===== src/rtl/hsbuf_pkg.sv =====
// Shared state encodings for the handshake word buffer.
package hsbuf_pkg;
    // Producer-side handshake phase.
    typedef enum logic {
        IN_IDLE  = 1'b0,
        IN_ACKED = 1'b1
    } in_st_e;

    // Consumer-side handshake phase.
    typedef enum logic [1:0] {
        OUT_IDLE = 2'd0,
        OUT_REQ  = 2'd1,
        OUT_RTZ  = 2'd2
    } out_st_e;
endpackage


===== src/rtl/hsbuf_in_port.sv =====
// Producer-side handshake controller.
// Raises the acknowledge one edge after an accepted request. Holds it until
// the request is seen low.
// Assumes: the producer holds its request until it sees the acknowledge.
module hsbuf_in_port
    import hsbuf_pkg::*;
(
    input  logic clk,
    input  logic rst_n,
    input  logic snd_req,
    input  logic slot_free,
    output logic snd_ack,
    output logic capture
);
    in_st_e st_q;

    // Accept only from idle, with a live request and room in the slot.
    always_comb capture = (st_q == IN_IDLE) && snd_req && slot_free;

    // Phase register for the producer handshake.
    always_ff @(posedge clk) begin
        if (!rst_n) begin
            st_q <= IN_IDLE;
        end else begin
            case (st_q)
                IN_IDLE:  if (capture)  st_q <= IN_ACKED;
                IN_ACKED: if (!snd_req) st_q <= IN_IDLE;
                default:  st_q <= IN_IDLE;
            endcase
        end
    end

    always_comb snd_ack = (st_q == IN_ACKED);

    // the acknowledge rises only after a request was sampled.
    p_ack_after_req_r2: assert property (@(posedge clk) disable iff (!rst_n)
        $rose(snd_ack) |-> $past(snd_req));
    // the acknowledge holds while the request is still high.
    p_ack_hold_r3: assert property (@(posedge clk) disable iff (!rst_n)
        (snd_ack && snd_req) |=> snd_ack);
    // the acknowledge returns to zero after the request drops.
    p_ack_drop_r3: assert property (@(posedge clk) disable iff (!rst_n)
        (snd_ack && !snd_req) |=> !snd_ack);
endmodule


===== src/rtl/hsbuf_slot.sv =====
// One-word storage with an occupancy flag.
// The slot counts as free when it is empty, or when the consumer handshake
// finishes on this edge.
// Assumes: capture is asserted only while slot_free is high.
module hsbuf_slot #(
    parameter int DATA_W = 32
) (
    input  logic              clk,
    input  logic              rst_n,
    input  logic              capture,
    input  logic [DATA_W-1:0] din,
    input  logic              release_i,
    output logic              full,
    output logic              slot_free,
    output logic [DATA_W-1:0] dout
);
    logic              full_q;
    logic [DATA_W-1:0] word_q;

    // Occupancy: a capture wins over a release on the same edge.
    always_ff @(posedge clk) begin
        if (!rst_n)         full_q <= 1'b0;
        else if (capture)   full_q <= 1'b1;
        else if (release_i) full_q <= 1'b0;
    end

    // Data register: loaded only by an accepted request.
    always_ff @(posedge clk) begin
        if (!rst_n)       word_q <= '0;
        else if (capture) word_q <= din;
    end

    always_comb begin
        full      = full_q;
        slot_free = !full_q || release_i;
        dout      = word_q;
    end

    // a capture never lands on an occupied slot that is not being released.
    p_capture_free_r7: assert property (@(posedge clk) disable iff (!rst_n)
        capture |-> (!full_q || release_i));
endmodule


===== src/rtl/hsbuf_out_port.sv =====
// Consumer-side handshake controller.
// Raises the request while a word is held and the consumer acknowledge is
// low. Drops it when the acknowledge arrives, then waits for the acknowledge
// to return to zero.
// Assumes: the consumer keeps its acknowledge high until the request drops.
module hsbuf_out_port
    import hsbuf_pkg::*;
(
    input  logic clk,
    input  logic rst_n,
    input  logic full,
    input  logic rcv_ack,
    output logic rcv_req,
    output logic release_o
);
    out_st_e st_q;

    // Phase register for the consumer handshake.
    always_ff @(posedge clk) begin
        if (!rst_n) begin
            st_q <= OUT_IDLE;
        end else begin
            case (st_q)
                OUT_IDLE: if (full && !rcv_ack) st_q <= OUT_REQ;
                OUT_REQ:  if (rcv_ack)          st_q <= OUT_RTZ;
                OUT_RTZ:  if (!rcv_ack)         st_q <= OUT_IDLE;
                default:  st_q <= OUT_IDLE;
            endcase
        end
    end

    // Outputs decoded from the phase.
    always_comb begin
        rcv_req   = (st_q == OUT_REQ);
        release_o = (st_q == OUT_RTZ) && !rcv_ack;
    end

    // the request holds until it is acknowledged.
    p_req_hold_r4: assert property (@(posedge clk) disable iff (!rst_n)
        (rcv_req && !rcv_ack) |=> rcv_req);
    // the request drops once the acknowledge is seen.
    p_req_drop_r4: assert property (@(posedge clk) disable iff (!rst_n)
        (rcv_req && rcv_ack) |=> !rcv_req);
    // no new request while the previous acknowledge is still high.
    p_req_after_rtz_r5: assert property (@(posedge clk) disable iff (!rst_n)
        $rose(rcv_req) |-> !$past(rcv_ack));
endmodule


===== src/rtl/hs_word_buffer.sv =====
// Single-word buffer with four-phase handshakes on both sides.
// Connects the producer controller, the storage slot and the consumer
// controller. Also holds checker registers for the end-to-end assertions.
// Assumes: both neighbours follow the return-to-zero protocol.
module hs_word_buffer #(
    parameter int DATA_W = 32
) (
    input  logic              clk,
    input  logic              rst_n,
    input  logic              snd_req,
    input  logic [DATA_W-1:0] snd_data,
    output logic              snd_ack,
    output logic              rcv_req,
    output logic [DATA_W-1:0] rcv_data,
    input  logic              rcv_ack
);
    logic capture;
    logic slot_free;
    logic full;
    logic release_w;

    hsbuf_in_port u_in (
        .clk       (clk),
        .rst_n     (rst_n),
        .snd_req   (snd_req),
        .slot_free (slot_free),
        .snd_ack   (snd_ack),
        .capture   (capture)
    );

    hsbuf_slot #(.DATA_W(DATA_W)) u_slot (
        .clk       (clk),
        .rst_n     (rst_n),
        .capture   (capture),
        .din       (snd_data),
        .release_i (release_w),
        .full      (full),
        .slot_free (slot_free),
        .dout      (rcv_data)
    );

    hsbuf_out_port u_out (
        .clk       (clk),
        .rst_n     (rst_n),
        .full      (full),
        .rcv_ack   (rcv_ack),
        .rcv_req   (rcv_req),
        .release_o (release_w)
    );

    // Checker bookkeeping: this state is seen only at the ports.
    logic              ack_d, rack_d, pend_q;
    logic [DATA_W-1:0] data_d, seen_q;

    // Tracks one outstanding accepted word and its value.
    always_ff @(posedge clk) begin
        if (!rst_n) begin
            ack_d  <= 1'b0;
            rack_d <= 1'b0;
            pend_q <= 1'b0;
            data_d <= '0;
            seen_q <= '0;
        end else begin
            ack_d  <= snd_ack;
            rack_d <= rcv_ack;
            data_d <= snd_data;
            if (snd_ack && !ack_d) begin
                pend_q <= 1'b1;
                seen_q <= data_d;
            end else if (rcv_req && rcv_ack && !rack_d) begin
                pend_q <= 1'b0;
            end
        end
    end

    // no acceptance while an earlier word is still undelivered.
    p_no_overflow_r7: assert property (@(posedge clk) disable iff (!rst_n)
        (snd_ack && !ack_d) |-> !pend_q);
    // every delivery consumes an outstanding accepted word.
    p_no_underflow_r8: assert property (@(posedge clk) disable iff (!rst_n)
        (rcv_req && rcv_ack && !rack_d) |-> pend_q);
    // the presented word is the one the producer handed over.
    p_data_match_r6: assert property (@(posedge clk) disable iff (!rst_n)
        rcv_req |-> (rcv_data == seen_q));
    // the output word is stable while requested.
    p_data_stable_r6: assert property (@(posedge clk) disable iff (!rst_n)
        (rcv_req && $past(rcv_req)) |-> $stable(rcv_data));
    // both handshake outputs are low on the first edge after reset.
    p_reset_low_r1: assert property (@(posedge clk)
        $past(!rst_n) |-> (!snd_ack && !rcv_req));
endmodule


===== config.mk =====
export PLATFORM = sky130hd
export DESIGN_NAME = hs_word_buffer
export DESIGN_NICKNAME = d
export VERILOG_FILES = /design/src/rtl/hsbuf_pkg.sv /design/src/rtl/hsbuf_in_port.sv /design/src/rtl/hsbuf_slot.sv /design/src/rtl/hsbuf_out_port.sv /design/src/rtl/hs_word_buffer.sv
export SDC_FILE = /design/constraint.sdc
export NUM_CORES = 1
export LEC_CHECK = 0
export ABC_AREA = 0
export BUFFER_PORTS_ARGS = -buffer_cell sky130_fd_sc_hd__buf_4
export CORE_MARGIN = 1.5
export CORE_UTILIZATION = 50
export CTS_BUF_LIST = sky130_fd_sc_hd__clkbuf_8
export DETAILED_ROUTE_END_ITERATION = 6
export PLACE_DENSITY = 0.94
export SLEW_MARGIN = 0
export SYNTH_ARGS = -nofsm -noshare
export SYNTH_HDL_FRONTEND = slang
export SYNTH_HIERARCHICAL = 1
export SYNTH_SLANG_ARGS = --single-unit

===== constraint.sdc =====
create_clock -name clk -period 2.5 [get_ports clk]
set_input_delay 0.375 -clock clk [delete_from_list [all_inputs] [get_ports clk]]
set_output_delay 0.375 -clock clk [all_outputs]
set_load 0.01 [all_outputs]

==> results_dict.tcl, run 1 <==
set metrics [dict create \
    max_cap_viol_count 0 \
    syn_avg_cell_area_um2 11.96 \
    dr.pass1.iters 4 \
    clkTransAtPathRegs_ns 0.07 \
    fin_crit_ns 1.906 \
    swShare_pct 22.58 \
    fin_tns_setup_ns 0 \
    worstPathRequired_ns 2.68 \
    ys_warn_count 6 \
    synth_edf_count 0 \
    r2r_cells 6 \
    cp_num_buf_inv 1 \
    dieArea_um2 3151 \
    cts_tree "yes" \
    holdPathStages 2 \
    antenna_left 0 \
    ys_seq_elements 36 \
    rows 19 \
    syn_inst 118 \
    ys_seq_area_share_pct 51.06 \
    pwr-share-comb_pct 16.5 \
    wire_per_inst_um 13.82 \
    powerDensity_nw_per_um2 701.3 \
    critPathKind "flip-flop to flip-flop" \
    fillers 187 \
    postCtsSetupRepairBufs 0 \
    status "finished clean" \
    gr-total-overflow 0 \
    areaGrowthSynthToFinish_pct 43.97 \
    antenna_found_initial 0 \
    layout_setup_ws_ns 0.5936 \
    post-route-period-util_pct 76.26 \
    cts_htree_levels 2 \
    cp.arrival_ns 2.09 \
    crit_fanout 21 \
    drt-total-wl_um 3041 \
    netlist.area_leader.share_pct 51.06 \
    synth_top_area_cell "dfxtp_1" \
    grt_first_pass_wirelength_um 4774 \
    dp_slack_ns 0.5221 \
    r2r_setup_slack_ns 0.59 \
    routabilityCongestion 0.7393 \
    switching_power_uw 321.7 \
    core_um2 2710 \
    seqPwrFrac_pct 44.6 \
    synthArstFlopShare_pct 0 \
    tightest_slew_ns 0.3860 \
    holdBufCountCts 0 \
    chipWidth_um 56.13 \
    grt_max_degree 37 \
    initial_core_util_pct 52.08 \
    synth_ff_type "dfxtp_1" \
    holdPathEnd "u_out/st_q[0]" \
    numCtsBuffers 5 \
    n_antenna_cell 0 \
    port_buffers 69 \
    synth_area_leaders "dfxtp_1 (51%), mux2i_1 (23%), nor2b_1 (14%)" \
    syn_nets 154 \
    ys_types 17 \
    finalSetupViolations 0 \
    slowest_stage "and3b_2" \
    place_area_um2 1906 \
    hold_violations 0 \
    ioPinCount 70 \
    clk_latency_ns 0.29 \
    max_stage_delay_ns 0.45 \
    hold_ws_ns 0.2837 \
    route.met2.wl_um 1556 \
    p_clk_share_pct 38.9 \
    globalRouteTotalUtil_pct 20.34 \
    final_nets 224 \
    cp-start-kind "flip-flop" \
    critPathTopFamily "simple AND/OR/NAND/NOR gates" \
    clock-sinks 36 \
    rsz0062_at_grt "false" \
    met3_length_um 221 \
    r2r-start "u_out/st_q[1]" \
    p_leak_uw 0.0009466 \
    hpwlAfterDp_um 2236 \
    top_layer "met4" \
    r2r-end "u_slot/dout[13]" \
    final_cell_area_um2 2032 \
    vias 1073 \
    clock.fmax_mhz 524.6 \
    synth_area_um2 1411 \
    worstHoldStart "rcv_ack" \
    path_cells "nor3b_1 > nand2b_1 > and3b_2 > buf_12 > mux2i_1 > nor2b_1" \
    drt_iter0_drc 32 \
    skew_ns 0.007720 \
    peakVddDrop_uv 633.7 \
    end_kind "flip-flop" \
    cts_root_buf "clkbuf_8" \
    viasPerCell 4.877 \
    hp-class "input pin to flip-flop" \
    grt_pass1_vias 1075 \
    drc 0 \
    slew_headroom_pct 74.27 \
    cts_resized 0 \
    wirelength_met1_um 1226 \
    die_y_um 56.13 \
    drive_above_1_share_pct 42.86 \
    drv_slew 0 \
    power.internal_uw 1103 \
    cts.path.max_buffers 2 \
]
[worst max-delay path by stage]
| stage | startpoint | end | depth (start not counted) |
|---|---|---|---|
| finish | u_out/st_q[1] | u_slot/dout[13] | 6 |
| global route | u_out/st_q[1] | u_slot/dout[13] | 6 |
| CTS | u_out/st_q[1] | u_slot/dout[13] | 6 |
| detailed placement | rcv_ack | u_slot/dout[14] | 7 |
| global placement | rcv_ack | u_slot/dout[10] | 7 |
| floorplan | u_out/st_q[1] | u_slot/dout[0] | 7 |
[power groups by stage]
stage	combinational (uW)	clock (uW)	sequential, uW
5_1_grt	252	591	639
3_5_place_dp	238	0	647
4_1_cts	238	572	635
6_report	235	555	635
2_1_floorplan	121	0	662
3_3_place_gp	228	0	646
[synth_stat cells, types with 3 or more instances]
cell	number
buf_12	3
clkbuf_1	3
dfxtp_1	36
mux2i_1	32
nor2b_1	32
[cells by family after synthesis]
kind of cell | synth area share, %
AOI/OAI and AO/OA | 1.241
xor gates and xnor gates | 0.6207
buffers and inverters | 6.117
DFF | 51.06
muxes | 22.70
and+or+nand+nor | 18.26
[registers in the layout, summed over array words and instances, names as in the netlist]
signal        flops
u_slot/dout      32
u_out/st_q        2
u_in/snd_ack      1
u_slot/full       1
[layer usage]
metal / GRT usage (%) / up-vias
met5: 0 / -
li1: - / 528
met1: 21.62 / 489
met2: 34.79 / 50
met4: 9.184 / 0
met3: 8.605 / 6
[placed cells by master (no fill, tap or decap), drive strengths merged]
cell type	netlist	layout
buf	4	70
inv	1	1
a21boi	1	1
xor2	1	1
o211a	1	1
nor4b	1	1
and3	1	1
bufinv	0	1
clkbuf	3	7
nor3b	1	1
nand2b	1	1
and3b	1	1
nor2	1	1
mux2i	32	32
dfxtp	36	36
nor2b	32	32
and2b	1	1
[through the flow]
step                utilization [%]  total power [uW]  std cells
global placement              70.31             873.6        212
CTS                           74.98              1445        220
detailed placement            70.31             885.4        212
floorplan                         -             782.2        118
finish                        74.98              1425        220
global route                  74.98              1482        220
[area by class of cell]
class / instances / area [um2] / area share, %
flip-flops and latches: 36 / 720.7 / 35.47
multi-input cells: 74 / 604.3 / 29.74
repair buffers: 70 / 538.0 / 26.48
clock buffers: 7 / 96.34 / 4.741
well taps: 31 / 38.79 / 1.909
clock inverters: 1 / 30.03 / 1.478
inverters: 1 / 3.754 / 0.1847
No activity file was read; power rests on OpenSTA's default activity.
==> run 2: changes to the inputs <==
--- a/config.mk
+++ b/config.mk
@@ -5,13 +5,13 @@
 export SDC_FILE = /design/constraint.sdc
 export NUM_CORES = 1
 export LEC_CHECK = 0
-export ABC_AREA = 0
+export ABC_AREA = 1
 export BUFFER_PORTS_ARGS = -buffer_cell sky130_fd_sc_hd__buf_4
 export CORE_MARGIN = 1.5
-export CORE_UTILIZATION = 50
+export CORE_UTILIZATION = 45
 export CTS_BUF_LIST = sky130_fd_sc_hd__clkbuf_8
 export DETAILED_ROUTE_END_ITERATION = 6
-export PLACE_DENSITY = 0.94
+export PLACE_DENSITY = 0.89
 export SLEW_MARGIN = 0
 export SYNTH_ARGS = -nofsm -noshare
 export SYNTH_HDL_FRONTEND = slang
==> constraint.sdc (replaced) <==
create_clock -name clk -period 1.9 [get_ports clk]
set_input_delay 0.285 -clock clk [delete_from_list [all_inputs] [get_ports clk]]
set_output_delay 0.285 -clock clk [all_outputs]
set_load 0.01 [all_outputs]
==> run 2 against run 1 <==
Sequential power increased by 35%. Clock-buffer cell count decreased by 2. Sequential share of layout area increased by 3.2 points. First-iteration DRC count increased to 2.6 times the previous value. Register-to-register slack got worse by 0.18 ns. Synthesized cell count increased by 38%. Global-route usage decreased by 2.5 points. Die area increased by 1.5%. Fmax increased by 28%. Final cell count increased by 19%. Critical path depth increased by 4.
==> results_dict.tcl, run 2 <==
set metrics [dict create \
    rsz0062_at_grt "false" \
    syn_inst 163 \
    grt_first_pass_wirelength_um 4519 \
    dp_slack_ns 0.4372 \
    dieArea_um2 3197 \
    max_cap_viol_count 0 \
    place_area_um2 1785 \
    synth_ff_type "dfxtp_1" \
    synth_area_leaders "dfxtp_1 (56%), nor2_1 (20%), o21ai_0 (12%)" \
    ys_seq_elements 36 \
    antenna_left 0 \
    synth_edf_count 0 \
    chipWidth_um 56.54 \
    core_um2 2734 \
    layout_commonest_cell "buf_4" \
    holdPathStages 3 \
    clk_latency_ns 0.27 \
    ioPinCount 70 \
    layout_setup_ws_ns 0.4150 \
    cts_tree "yes" \
    port_buffers 69 \
    cts_root_buf "clkbuf_8" \
    dr.pass1.iters 4 \
    slew_headroom_pct 62.95 \
    ys_types 12 \
    n_antenna_cell 0 \
    hpwlAfterDp_um 1966 \
    fin_crit_ns 1.485 \
    viasPerCell 4.725 \
    holdBufCountCts 0 \
    globalRouteTotalUtil_pct 17.83 \
    areaGrowthSynthToFinish_pct 44.42 \
    rows 19 \
    powerDensity_nw_per_um2 885.7 \
    vias 1238 \
    cp-start-kind "flip-flop" \
    drive_above_1_share_pct 35.50 \
    final_nets 267 \
    seqPwrFrac_pct 52.0 \
    r2r_cells 10 \
    synth_top_area_cell "dfxtp_1" \
    hp-class "input pin to flip-flop" \
    netlist.area_leader.share_pct 55.87 \
    cp.arrival_ns 1.69 \
    clock-sinks 36 \
    fin_tns_setup_ns 0 \
    place_inst 255 \
    wire_per_inst_um 10.81 \
    cts.path.max_buffers 2 \
    antenna_found_initial 0 \
    cts_htree_levels 2 \
    peakVddDrop_uv 686.9 \
    crit_fanout 33 \
    ys_seq_area_share_pct 55.87 \
    gr-total-overflow 0 \
    drv_slew 0 \
    initial_core_util_pct 47.19 \
    swShare_pct 25.52 \
    p_leak_uw 0.0009335 \
    synthArstFlopShare_pct 0 \
    clock.fmax_mhz 673.4 \
    critPathKind "flip-flop to flip-flop" \
    ys_warn_count 6 \
    cts_resized 0 \
    drt_iter0_drc 84 \
    yosysMostFrequentCell "nor2_1" \
    worstPathRequired_ns 2.11 \
    post-route-period-util_pct 78.16 \
    hold_violations 0 \
    skew_ns 0.003701 \
    syn_nets 199 \
    syn_avg_cell_area_um2 7.914 \
    drt-total-wl_um 2833 \
    drc 0 \
    die_y_um 56.54 \
    largest_reg_flops 32 \
    synth_area_um2 1290 \
    grt_max_degree 37 \
    synth_commonest_cells "nor2_1 (70), dfxtp_1 (36), o21ai_0 (32)" \
    postCtsSetupRepairBufs 0 \
    switching_power_uw 421.1 \
    layout_common_cells "buf_4 (70), nor2_1 (69), dfxtp_1 (36)" \
    routabilityCongestion 0.7143 \
    pwr-share-comb_pct 19.1 \
    end_kind "flip-flop" \
    status "finished clean" \
    fin_cells 262 \
    grt_pass1_vias 1081 \
    final_cell_area_um2 1863 \
    finalSetupViolations 0 \
    numCtsBuffers 5 \
    clkTransAtPathRegs_ns 0.06 \
    hold_ws_ns 0.2272 \
    power.internal_uw 1229 \
    p_clk_share_pct 28.8 \
    tightest_slew_ns 0.5550 \
]
[run 2: cell count changes after synthesis, moves of 3 or more]
cell	before	now
buf_12	3	0
clkbuf_1	3	0
clkbuf_2	0	3
clkbuf_4	0	3
inv_1	1	5
mux2i_1	32	0
nand2_1	0	6
nor2_1	1	70
nor2b_1	32	0
o21ai_0	0	32
[run 2: final timing paths]
path / startpoint / end / slack (ns)
max: u_out/st_q[0] / u_slot/dout[11] / 0.41
min: snd_data[21] / u_slot/dout[21] / 0.23
min reg2reg: u_slot/full / u_out/st_q[0] / 0.50
max reg2reg: u_out/st_q[0] / u_slot/dout[11] / 0.41
[run 2: logic make-up after synthesis]
logic type / count (synthesis) / share of synthesized area (%)
compound gates: 34 / 13.77
flops: 36 / 55.87
buf+inv: 15 / 7.274
simple gates: 78 / 23.08
[run 2: layer usage]
metal,wire (um),track usage (%),vias up
met4,26,7.483,0
li1,-,-,645
met2,1366,29.07,45
met5,0,0,-
met3,182,6.221,4
met1,1258,21.23,544
[run 2: worst max-delay path, cell delays in order, from the launching register on]
cell and delay (ns):
dfxtp_1 0.34, inv_1 0.05, nand2_2 0.06, nor2_1 0.04, inv_1 0.04, nand2_1 0.09, nand2_1 0.10, nor2_2 0.05
inv_2 0.41, nor2_1 0.09, nor2_1 0.14
[run 2: through the flow]
stage	utilization, %	total power [uW]
6_report	68.15	1650
5_1_grt	68.15	1747
4_1_cts	68.15	1669
3_5_place_dp	65.31	1192
3_3_place_gp	65.31	1184
2_1_floorplan	-	1025
[run 2: cell type report]
cell class	instances	area, um2
sequential	36	720.7
tap	31	38.79
fill	234	870.8
clock buffer	5	68.82
timing repair buffer	70	525.5
clock inverter	2	8.758
inverter	6	22.52
multi-input combinational	112	478.0
[run 2: power groups by stage]
stage	sequential, uW	clock, uW	combinational, uW
after CTS	860	491	319
after floorplan	901	0	123
final	859	476	315
after detailed placement	876	0	317
after global routing	865	534	348
after global placement	873	0	310
